### config.mk
export PLATFORM = sky130hd
export DESIGN_NAME = ir_pulse_tx
export DESIGN_NICKNAME = d
export VERILOG_FILES = /design/src/rtl/irtx_pkg.sv /design/src/rtl/irtx_fifo.sv /design/src/rtl/irtx_divider.sv /design/src/rtl/irtx_carrier.sv /design/src/rtl/ir_pulse_tx.sv
export SDC_FILE = /design/constraint.sdc
export NUM_CORES = 1
export LEC_CHECK = 0
export BUFFER_PORTS_ARGS = -buffer_cell sky130_fd_sc_hd__buf_2
export CORE_AREA = 5 5 129 131
export DETAILED_ROUTE_END_ITERATION = 8
export DIE_AREA = 0 0 134 136
export PLACE_DENSITY = 0.77
export REMOVE_ABC_BUFFERS = 1
export SETUP_SLACK_MARGIN = 0.15
export SLEW_MARGIN = 20
export SYNTH_ARGS = -nofsm -noshare
export SYNTH_HDL_FRONTEND = slang
export SYNTH_SLANG_ARGS = --single-unit
### constraint.sdc
create_clock -name clk -period 4.23 [get_ports clk]
set_clock_uncertainty 0.15 [all_clocks]
set_input_delay 0.423 -clock clk [delete_from_list [all_inputs] [get_ports clk]]
set_output_delay 0.423 -clock clk [all_outputs]
set_load 0.05 [all_outputs]
### src/rtl/irtx_pkg.sv
package irtx_pkg;
   localparam int unsigned CARRIER_TICKS = 16;
   localparam int unsigned PHASE_W       = 4;

   function automatic logic carrier_high(input logic [PHASE_W-1:0] phase,
                                         input logic [PHASE_W-1:0] duty);
      return phase <= duty;
   endfunction
endpackage

### src/rtl/irtx_fifo.sv
module irtx_fifo #(
   parameter int unsigned WIDTH = 17,
   parameter int unsigned DEPTH = 8
) (
   input  logic                         clk,
   input  logic                         rst_n,
   input  logic                         flush,
   input  logic                         wr,
   input  logic [WIDTH-1:0]             wdata,
   input  logic                         rd,
   output logic [WIDTH-1:0]             rdata,
   output logic [$clog2(DEPTH+1)-1:0]   count,
   output logic                         empty,
   output logic                         full
);
   localparam int unsigned PTR_W = $clog2(DEPTH);
   localparam int unsigned CNT_W = $clog2(DEPTH+1);

   generate
      if (DEPTH < 2 || (DEPTH & (DEPTH - 1)) != 0) begin : g_bad_depth
         $error("irtx_fifo: DEPTH must be a power of two of at least 2");
      end
   endgenerate

   logic [WIDTH-1:0] mem [DEPTH];
   logic [PTR_W-1:0] wp, rp;
   logic             wr_ok, rd_ok;

   assign empty = (count == '0);
   assign full  = (count == CNT_W'(DEPTH));
   assign wr_ok = wr && !full && !flush;
   assign rd_ok = rd && !empty && !flush;
   assign rdata = mem[rp];

   always_ff @(posedge clk) begin
      if (wr_ok) mem[wp] <= wdata;
   end

   always_ff @(posedge clk or negedge rst_n) begin
      if (!rst_n) begin
         wp <= '0; rp <= '0; count <= '0;
      end else if (flush) begin
         wp <= '0; rp <= '0; count <= '0;
      end else begin
         if (wr_ok) wp <= wp + 1'b1;
         if (rd_ok) rp <= rp + 1'b1;
         case ({wr_ok, rd_ok})
            2'b10:   count <= count + 1'b1;
            2'b01:   count <= count - 1'b1;
            default: count <= count;
         endcase
      end
   end


   no_overflow_chk: assert property (@(posedge clk) disable iff (!rst_n)
      count <= CNT_W'(DEPTH));

   full_drop_chk: assert property (@(posedge clk) disable iff (!rst_n)
      (full && wr && !rd && !flush) |=> (count == CNT_W'(DEPTH)));
endmodule

### src/rtl/irtx_divider.sv
module irtx_divider #(
   parameter int unsigned DIV_W = 16
) (
   input  logic             clk,
   input  logic             rst_n,
   input  logic             run,
   input  logic [DIV_W-1:0] div,
   output logic             tick
);
   generate
      if (DIV_W < 1) begin : g_bad_w
         $error("irtx_divider: DIV_W must be positive");
      end
   endgenerate

   logic [DIV_W-1:0] cnt;

   assign tick = run && (cnt == div);

   always_ff @(posedge clk or negedge rst_n) begin
      if (!rst_n)         cnt <= '0;
      else if (!run)      cnt <= '0;
      else if (cnt == div) cnt <= '0;
      else                cnt <= cnt + 1'b1;
   end


   tick_spacing_chk: assert property (@(posedge clk) disable iff (!rst_n)
      (tick && div != '0 && $stable(div)) |=> !tick);
endmodule

### src/rtl/irtx_carrier.sv
module irtx_carrier
   import irtx_pkg::*;
(
   input  logic               clk,
   input  logic               rst_n,
   input  logic               run,
   input  logic               tick,
   input  logic [PHASE_W-1:0] duty,
   output logic               carrier_hi
);
   generate
      if ((1 << PHASE_W) != CARRIER_TICKS) begin : g_bad_phase
         $error("irtx_carrier: phase width does not match carrier length");
      end
   endgenerate

   logic [PHASE_W-1:0] phase;

   always_ff @(posedge clk or negedge rst_n) begin
      if (!rst_n)     phase <= '0;
      else if (!run)  phase <= '0;
      else if (tick)  phase <= phase + 1'b1;
   end

   assign carrier_hi = carrier_high(phase, duty);


   full_duty_chk: assert property (@(posedge clk) disable iff (!rst_n)
      (duty == '1) |-> carrier_hi);
endmodule

### src/rtl/ir_pulse_tx.sv
module ir_pulse_tx
   import irtx_pkg::*;
#(
   parameter int unsigned DUR_W = 16,
   parameter int unsigned DIV_W = 16,
   parameter int unsigned DEPTH = 8
) (
   input  logic               clk,
   input  logic               rst_n,
   input  logic               cfg_tx_en,
   input  logic               cfg_fifo_en,
   input  logic               cfg_mod_en,
   input  logic               cfg_pol,
   input  logic               cfg_wm_sel,
   input  logic [DIV_W-1:0]   cfg_div,
   input  logic [PHASE_W-1:0] cfg_duty,
   input  logic               irq_en,
   input  logic               wr_valid,
   input  logic               wr_level,
   input  logic [DUR_W-1:0]   wr_dur,
   output logic               ir_out,
   output logic               busy,
   output logic               svc_req,
   output logic               irq
);
   localparam int unsigned WORD_W = DUR_W + 1;
   localparam int unsigned CNT_W  = $clog2(DEPTH+1);
   localparam int unsigned HALF   = DEPTH / 2;

   generate
      if (DUR_W < 2) begin : g_bad_dur
         $error("ir_pulse_tx: DUR_W too small");
      end
   endgenerate

   logic [WORD_W-1:0] head;
   logic [CNT_W-1:0]  q_count;
   logic              q_empty, q_full;
   logic              tick, carrier_hi;
   logic              active, level_q;
   logic [DUR_W-1:0]  remain;
   logic              last_tick, take;

   irtx_fifo #(.WIDTH(WORD_W), .DEPTH(DEPTH)) u_fifo (
      .clk(clk), .rst_n(rst_n), .flush(!cfg_fifo_en),
      .wr(wr_valid), .wdata({wr_level, wr_dur}),
      .rd(take), .rdata(head), .count(q_count),
      .empty(q_empty), .full(q_full)
   );

   irtx_divider #(.DIV_W(DIV_W)) u_div (
      .clk(clk), .rst_n(rst_n), .run(active), .div(cfg_div), .tick(tick)
   );

   irtx_carrier u_car (
      .clk(clk), .rst_n(rst_n), .run(active), .tick(tick),
      .duty(cfg_duty), .carrier_hi(carrier_hi)
   );

   assign last_tick = active && tick && (remain == DUR_W'(1));
   assign take      = cfg_tx_en && cfg_fifo_en && !q_empty && (!active || last_tick);

   always_ff @(posedge clk or negedge rst_n) begin
      if (!rst_n) begin
         active <= 1'b0; level_q <= 1'b0; remain <= '0;
      end else if (!cfg_tx_en) begin
         active <= 1'b0; level_q <= 1'b0; remain <= '0;
      end else if (take) begin
         active  <= 1'b1;
         level_q <= head[DUR_W];
         remain  <= (head[DUR_W-1:0] == '0) ? DUR_W'(1) : head[DUR_W-1:0];
      end else if (active && tick) begin
         if (remain == DUR_W'(1)) active <= 1'b0;
         else                     remain <= remain - 1'b1;
      end
   end

   assign busy    = active;
   assign ir_out  = active && (cfg_mod_en ? ((level_q ^ cfg_pol) && carrier_hi) : level_q);
   assign svc_req = cfg_fifo_en && (cfg_wm_sel ? !q_empty : (q_count <= CNT_W'(HALF)));
   assign irq     = svc_req && irq_en;


   idle_quiet_chk: assert property (@(posedge clk) disable iff (!rst_n)
      !busy |-> !ir_out);

   abort_chk: assert property (@(posedge clk) disable iff (!rst_n)
      !cfg_tx_en |=> !busy);

   take_starts_chk: assert property (@(posedge clk) disable iff (!rst_n)
      take |=> busy);
endmodule

==> out/results.txt, run 1 <==
Antenna viol nets, final: 0
Synth unique cells: 55
Die width: 134 um
Per-cell routed wire length: 20.5 um
Vias: 5004
Mapped cell area: 8210 um^2
Setup violators final: 0
DRT Pass-1 Iters: 5
Largest family of logic cells by synthesized area: multiplexers
Synth Area in Simple Gates: 0.0980
GR Util met2: 0.329
Worst Hold Depth: 1
Pin count of the biggest net entering global routing: 49
Max-slew violations: 0
Most common flop cell mapped by yosys: edfxtp_1
CTS H-tree depth: 4
Yosys warns: 0
Synth Instances: 546
Post-Route WL: 16.7 mm
Drt initial violations: 431
Final std cells w/o fill: 814
Max Freq: 287 MHz
Ant diodes: 0
Post-synthesis sequential area ratio: 0.644
Final setup TNS: 0 ps
Post-synth EDFFs: 136
WHS: 100 ps
Synth Area in Compound Gates: 0.0510
Peak VDD IR: 367 uV
Max FO, Critical Path: 12
CP Data Arrival Time: 3660 ps
Int Power: 3.34 mW
Final core utilization: 0.602
WP data required: 4410 ps
Worst slew pin tran: 1180 ps
Synth Area in Adders: 0.0183
P&R area growth vs syn: 13.5%
Final GP Congestion: 0.929
RSZ-0062 raised after global routing: no
Crit end category: flip-flop
Global-route wire length before repair: 26.6 mm
Placeable Area: 15500 um^2
Resized cells post-CTS: 0
PD cells: 514 nW/um^2
Final period util: 0.824
DRC viols: 0
Starting Density: 0.530
Die extent in y: 136 um
Outcome: completed
Met1 usage: 0.246
Clock share of power: 0.323
Avg Vias per Cell: 6.15
Post-DP HPWL: 10.4 mm
GRT Total Usage: 0.192
Max-cap violations: 0
Overflow after GRT: 0
PortBufs: 49
Grt peak-use layer: met2
Total die area: 18200 um^2
Sequential share of power: 0.463
# rows: 46
Clock transition at path regs: 70 ps
R2R cell count: 12
Clock Sinks: 184
Setup crit start kind: flip-flop
Final Hold Fails: 0
NumNets Final: 667
Pleak: 3.31 nW
Placed cell count: 781
Post-synth ARST share: 0.261
Clk buf depth: 2
XOR/XNOR Fraction of Synth Area: 0.0480
Met3 Usage GRT: 0.0396
CTS tree: built
Headroom to the max-slew limit: 0.215
Setup CP Type: reg -> reg
Logic pwr share: 0.214
Switching power: 1.46 mW
Share of synthesized area spent on multiplexers: 0.122
Avg Cell Area, Syn: 15.0 um^2
Layout cell share with drive strength beyond 1: 0.232
Root buf cell: clkbuf_16
Design Power: 4.80 mW
Initial antenna violation count: 0
Number of synthesized register bits: 184
Final min period: 3480 ps
Worst hold path class: in -> reg
Vias in the first global route: 5051
Clock Latency Late Sink: 430 ps
Number of I/O pins: 50
Switching Fraction: 0.304
CTS Buf Count: 17
-- final cells by class --
| class | instances | area (um^2) |
|---|---|---|
| sequential | 184 | 5290 |
| fill | 1111 | 6160 |
| tap | 192 | 240 |
| inverter | 15 | 56.3 |
| clock buffer | 18 | 429 |
| timing repair buffer | 65 | 368 |
| multi-input combinational | 326 | 2790 |
| clock inverter | 14 | 154 |
-- placed cells by master (no fill, tap or decap), types with 5 or more instances in the layout --
cell	instances
buf_2	49
mux4_2	34
nand2b_1	8
o21ai_0	14
inv_1	15
o22ai_1	8
mux2i_1	24
nand2_1	18
and3_1	6
xnor2_1	29
nand3_1	18
clkbuf_16	17
or3_1	6
nor2_1	39
xor2_1	16
ha_1	12
nand4_1	19
edfxtp_1	136
nor3_1	8
a21oi_1	12
dfrtp_1	47
buf_4	15
nor4_1	5
-- metrics by stage --
| step | area (um^2) | setup WS [ps] |
|---|---|---|
| floorplan | 8120 | 1060 |
| CTS | 9330 | 832 |
| global route | 9330 | 525 |
| global placement | 8730 | 931 |
| finish | 9330 | 747 |
| detailed placement | 8730 | 772 |
-- worst max-delay path, stage by stage, from the launching register on --
cell	delay, ps
dfrtp_1	450
xnor2_1	210
nand4_2	200
or4_4	680
o21a_1	250
nor2_1	170
xor2_1	160
ha_1	200
nor2b_1	250
a22o_1	180
nand3_1	80
o311a_1	130
a41oi_1	260
-- sequential cells by signal, summed over array words and instances, names as in the netlist --
register,cells
u_car.phase,4
u_fifo.count,4
u_div.cnt,16
u_fifo.rp,3
remain,16
level_q,1
busy,1
u_fifo.wp,3
u_fifo.mem,136
-- cells by family (layout without fill, tap and decap cells) --
family	count (synthesis)	count (layout)
DFF	184	184
and+or+nand+nor	149	149
AOI/OAI and AO/OA	62	62
muxes	58	58
xor gates and xnor gates	45	45
buffers and inverters	36	112
adders and majority gates	12	12
-- metal layers --
metal | share of wire | routed length (um)
met5 | 0 | 0
met4 | 0.016 | 261
met3 | 0.058 | 962
met2 | 0.51 | 8520
met1 | 0.42 | 6920
-- worst paths after layout --
check                                from  slack (ps)                to
max                          u_div.cnt[2]         750   u_fifo.count[2]
min                             wr_dur[7]         100  u_fifo.mem[4][7]
max reg2reg                  u_div.cnt[2]         750   u_fifo.count[2]
min reg2reg                u_car.phase[3]         410    u_car.phase[3]
max in group asynchronous           rst_n        3010      u_fifo.rp[0]
min in group asynchronous           rst_n         460     u_div.cnt[14]
-- power by group through the flow --
stage	registers, mW	logic (mW)	clock network, mW
finish	2.22	1.03	1.55
floorplan	2.26	0.703	0
detailed placement	2.25	1.01	0
CTS	2.22	1.02	1.58
global placement	2.24	0.972	0
global route	2.24	1.12	1.66
-- timing repair --
action                                 in CTS  in global routing
buffers inserted                            0                  0
hold buffers                                1                  0
endpoints found under the hold margin      48                  0
-- synth_stat cells (3+ instances only) --
cell | instances | area, um^2
a21o_1 | 3 | 22.5
a21oi_1 | 12 | 60.1
a31o_2 | 4 | 35.0
and3_1 | 6 | 37.5
buf_2 | 9 | 45.0
clkbuf_1 | 10 | 37.5
dfrtp_1 | 48 | 1200
edfxtp_1 | 136 | 4080
ha_1 | 12 | 150
inv_1 | 15 | 56.3
mux2i_1 | 24 | 240
mux4_2 | 34 | 766
nand2_1 | 18 | 67.6
nand2b_1 | 8 | 50.1
nand3_1 | 18 | 90.1
nand4_1 | 19 | 119
nand4b_1 | 3 | 26.3
nor2_1 | 39 | 146
nor2b_1 | 4 | 25.0
nor3_1 | 10 | 50.1
nor4_1 | 5 | 31.3
o21ai_0 | 14 | 70.1
o22ai_1 | 8 | 50.1
or3_1 | 6 | 37.5
xnor2_1 | 29 | 254
xor2_1 | 16 | 140
(Power assumes the default switching activity.)
==> run 2, diff against run 1 <==
--- a/config.mk
+++ b/config.mk
@@ -9,7 +9,7 @@
 export CORE_AREA = 5 5 129 131
 export DETAILED_ROUTE_END_ITERATION = 8
 export DIE_AREA = 0 0 134 136
-export PLACE_DENSITY = 0.77
+export PLACE_DENSITY = 0.8
 export REMOVE_ABC_BUFFERS = 1
 export SETUP_SLACK_MARGIN = 0.15
 export SLEW_MARGIN = 20
==> constraint.sdc (replaced) <==
create_clock -name clk -period 3.1 [get_ports clk]
set_clock_uncertainty 0.15 [all_clocks]
set_input_delay 0.31 -clock clk [delete_from_list [all_inputs] [get_ports clk]]
set_output_delay 0.31 -clock clk [all_outputs]
set_load 0.05 [all_outputs]
==> run 2 against run 1 <==
Against the previous run: combinational power up 59%; power up 42%; die area unchanged; critical path type unchanged; largest cell class unchanged; highest routed layer unchanged.
==> out/results.txt, run 2 (synthesized netlist as in run 1, its figures left out) <==
Worst slew pin tran: 1070 ps
Final min period: 3010 ps
CP max-delay cell: or4_4
Clock Sinks: 184
Switching power: 2.02 mW
WP buf/inv: 0
WHS: 16.9 ps
DRT Pass-1 Iters: 7
CTS Buf Count: 17
Max reg flops: 136
R2R Setup Slk: 90 ps
Cell Area, Placed: 8870 um^2
Int Power: 4.79 mW
Post-DP HPWL: 11.0 mm
Ant diodes: 0
Clock Latency Late Sink: 430 ps
Pleak: 3.59 nW
Per-cell routed wire length: 20.8 um
Slowest stage delay, CP: 530 ps
Outcome: completed
Setup CP Type: reg -> reg
Placeable Area: 15500 um^2
Largest reg by FF count: u_fifo.mem
Crit end category: flip-flop
WP data required: 3290 ps
Worst hold path class: in -> reg
PortBufs: 49
# rows: 46
CTS H-tree depth: 4
Cell family with most CP delay: simple AND/OR/NAND/NOR gates
PD cells: 690 nW/um^2
Commonest non-fill, non-tap cell in the layout: edfxtp_1
Fillers: 1053
Starting Density: 0.530
Final period util: 0.972
Setup crit start kind: flip-flop
Sequential share of power: 0.444
Final Hold Fails: 0
Worst setup margin: 86.2 ps
Max-cap violations: 0
Overflow after GRT: 0
GRT Total Usage: 0.205
Total die area: 18200 um^2
Avg Vias per Cell: 5.95
Final GP Congestion: 0.891
Layout cell share with drive strength beyond 1: 0.289
Placed cell count: 794
Peak VDD IR: 722 uV
Drt initial violations: 371
P&R area growth vs syn: 20.1%
Max-slew violations: 0
CP Data Arrival Time: 3200 ps
Clock transition at path regs: 70 ps
Logic pwr share: 0.241
Final std cells w/o fill: 860
Pin count of the biggest net entering global routing: 37
Max Freq: 332 MHz
Switching Fraction: 0.297
Design Power: 6.81 mW
Cell breakdown of the critical path: xnor2_2 -> nand4_1 -> or4_4 -> o21a_1 -> nor2_2 -> xor2_1 -> ha_2 -> nor2b_4 -> a22o_1 -> nand3_1 -> o311a_1 -> a41oi_2
Clock share of power: 0.316
Post-Route WL: 17.9 mm
Global-route wire length before repair: 28.5 mm
RSZ-0062 raised after global routing: yes
Root buf cell: clkbuf_16
Vias in the first global route: 5222
Die width: 134 um
Vias: 5117
Initial antenna violation count: 0
Largest registers: u_fifo.mem x136, remain x16, u_div.cnt x16
CTS tree: built
Number of I/O pins: 50
Post-Place Worst Slack: -107 ps
Headroom to the max-slew limit: 0.288
Antenna viol nets, final: 0
Clk buf depth: 2
DRC viols: 0
Setup violators final: 0
Max FO, Critical Path: 3
Final instance area: 9870 um^2
Die extent in y: 136 um
Most frequent cells in the layout: 136 x edfxtp_1, 49 x buf_2, 46 x dfrtp_1
NumNets Final: 713
## run 2: changes by cell type in the layout (fill, tap and decap cells not counted), sizes merged
cell	before	now
buf	64	96
bufinv	1	2
clkbuf	18	19
clkinv	3	5
clkinvlp	2	0
dlygate4sd3	1	15
inv	23	21
## run 2: power by group through the flow
stage	sequential [mW]	combinational (mW)	clock [mW]
finish	3.02	1.64	2.15
global route	3.04	1.79	2.30
CTS	3.01	1.60	2.18
detailed placement	3.06	1.52	0
global placement	3.04	1.47	0
floorplan	3.09	0.959	0
## run 2: per-layer routing
metal | vias up | global-route usage | share of wire | routed length, um
li1 | 2330 | - | - | -
met1 | 2619 | 0.253 | 0.41 | 7350
met2 | 155 | 0.372 | 0.53 | 9570
met3 | 13 | 0.0433 | 0.046 | 824
met4 | 0 | 0.0503 | 0.0093 | 167
met5 | - | 0 | 0 | 0
## run 2: worst register-to-register path: cells and delay by family, from the launching register on
| kind | cells | cell delay [ps] |
|---|---|---|
| and+or+nand+nor | 5 | 1070 |
| AOI/OAI and AO/OA | 4 | 670 |
| xor gates and xnor gates | 2 | 410 |
| DFF | 1 | 400 |
| adders and majority gates | 1 | 220 |
## run 2: what timing repair did
action                                 4_1_cts  5_1_grt
cloned                                       0        0
gates resized for setup                     16        4
buffers inserted                            12        7
pin swaps                                   12       12
setup endpoints to repair                    2        3
endpoints found under the hold margin      119        0
hold buffers                                15        0
## run 2: final cells by class
type | count | area [um^2] | share of cell area
Timing Repair Buffer | 111 | 786 | 0.0796
Multi-Input combinational cell | 326 | 2910 | 0.294
Clock inverter | 13 | 159 | 0.0161
Tap cell | 192 | 240 | 0.0243
Inverter | 15 | 56.3 | 0.00571
Clock buffer | 19 | 433 | 0.0439
Sequential cell | 184 | 5290 | 0.536
## run 2: final timing paths
check                               start                 to  cells past startpoint
setup / recovery             u_div.cnt[4]    u_fifo.count[2]                     12
max in group asynchronous           rst_n      u_div.cnt[11]                      3
hold / removal                 wr_dur[14]  u_fifo.mem[6][14]                      1
setup reg to reg             u_div.cnt[4]    u_fifo.count[2]                     12
min in group asynchronous           rst_n         remain[10]                      2
hold reg to reg            u_car.phase[3]     u_car.phase[3]                      2
## run 2: stage by stage
| step | util | setup TNS (ps) |
|---|---|---|
| floorplan | - | -74.0 |
| global placement | 0.573 | 0 |
| detailed placement | 0.573 | -107 |
| CTS | 0.632 | 0 |
| global route | 0.637 | -72.0 |
| finish | 0.637 | 0 |
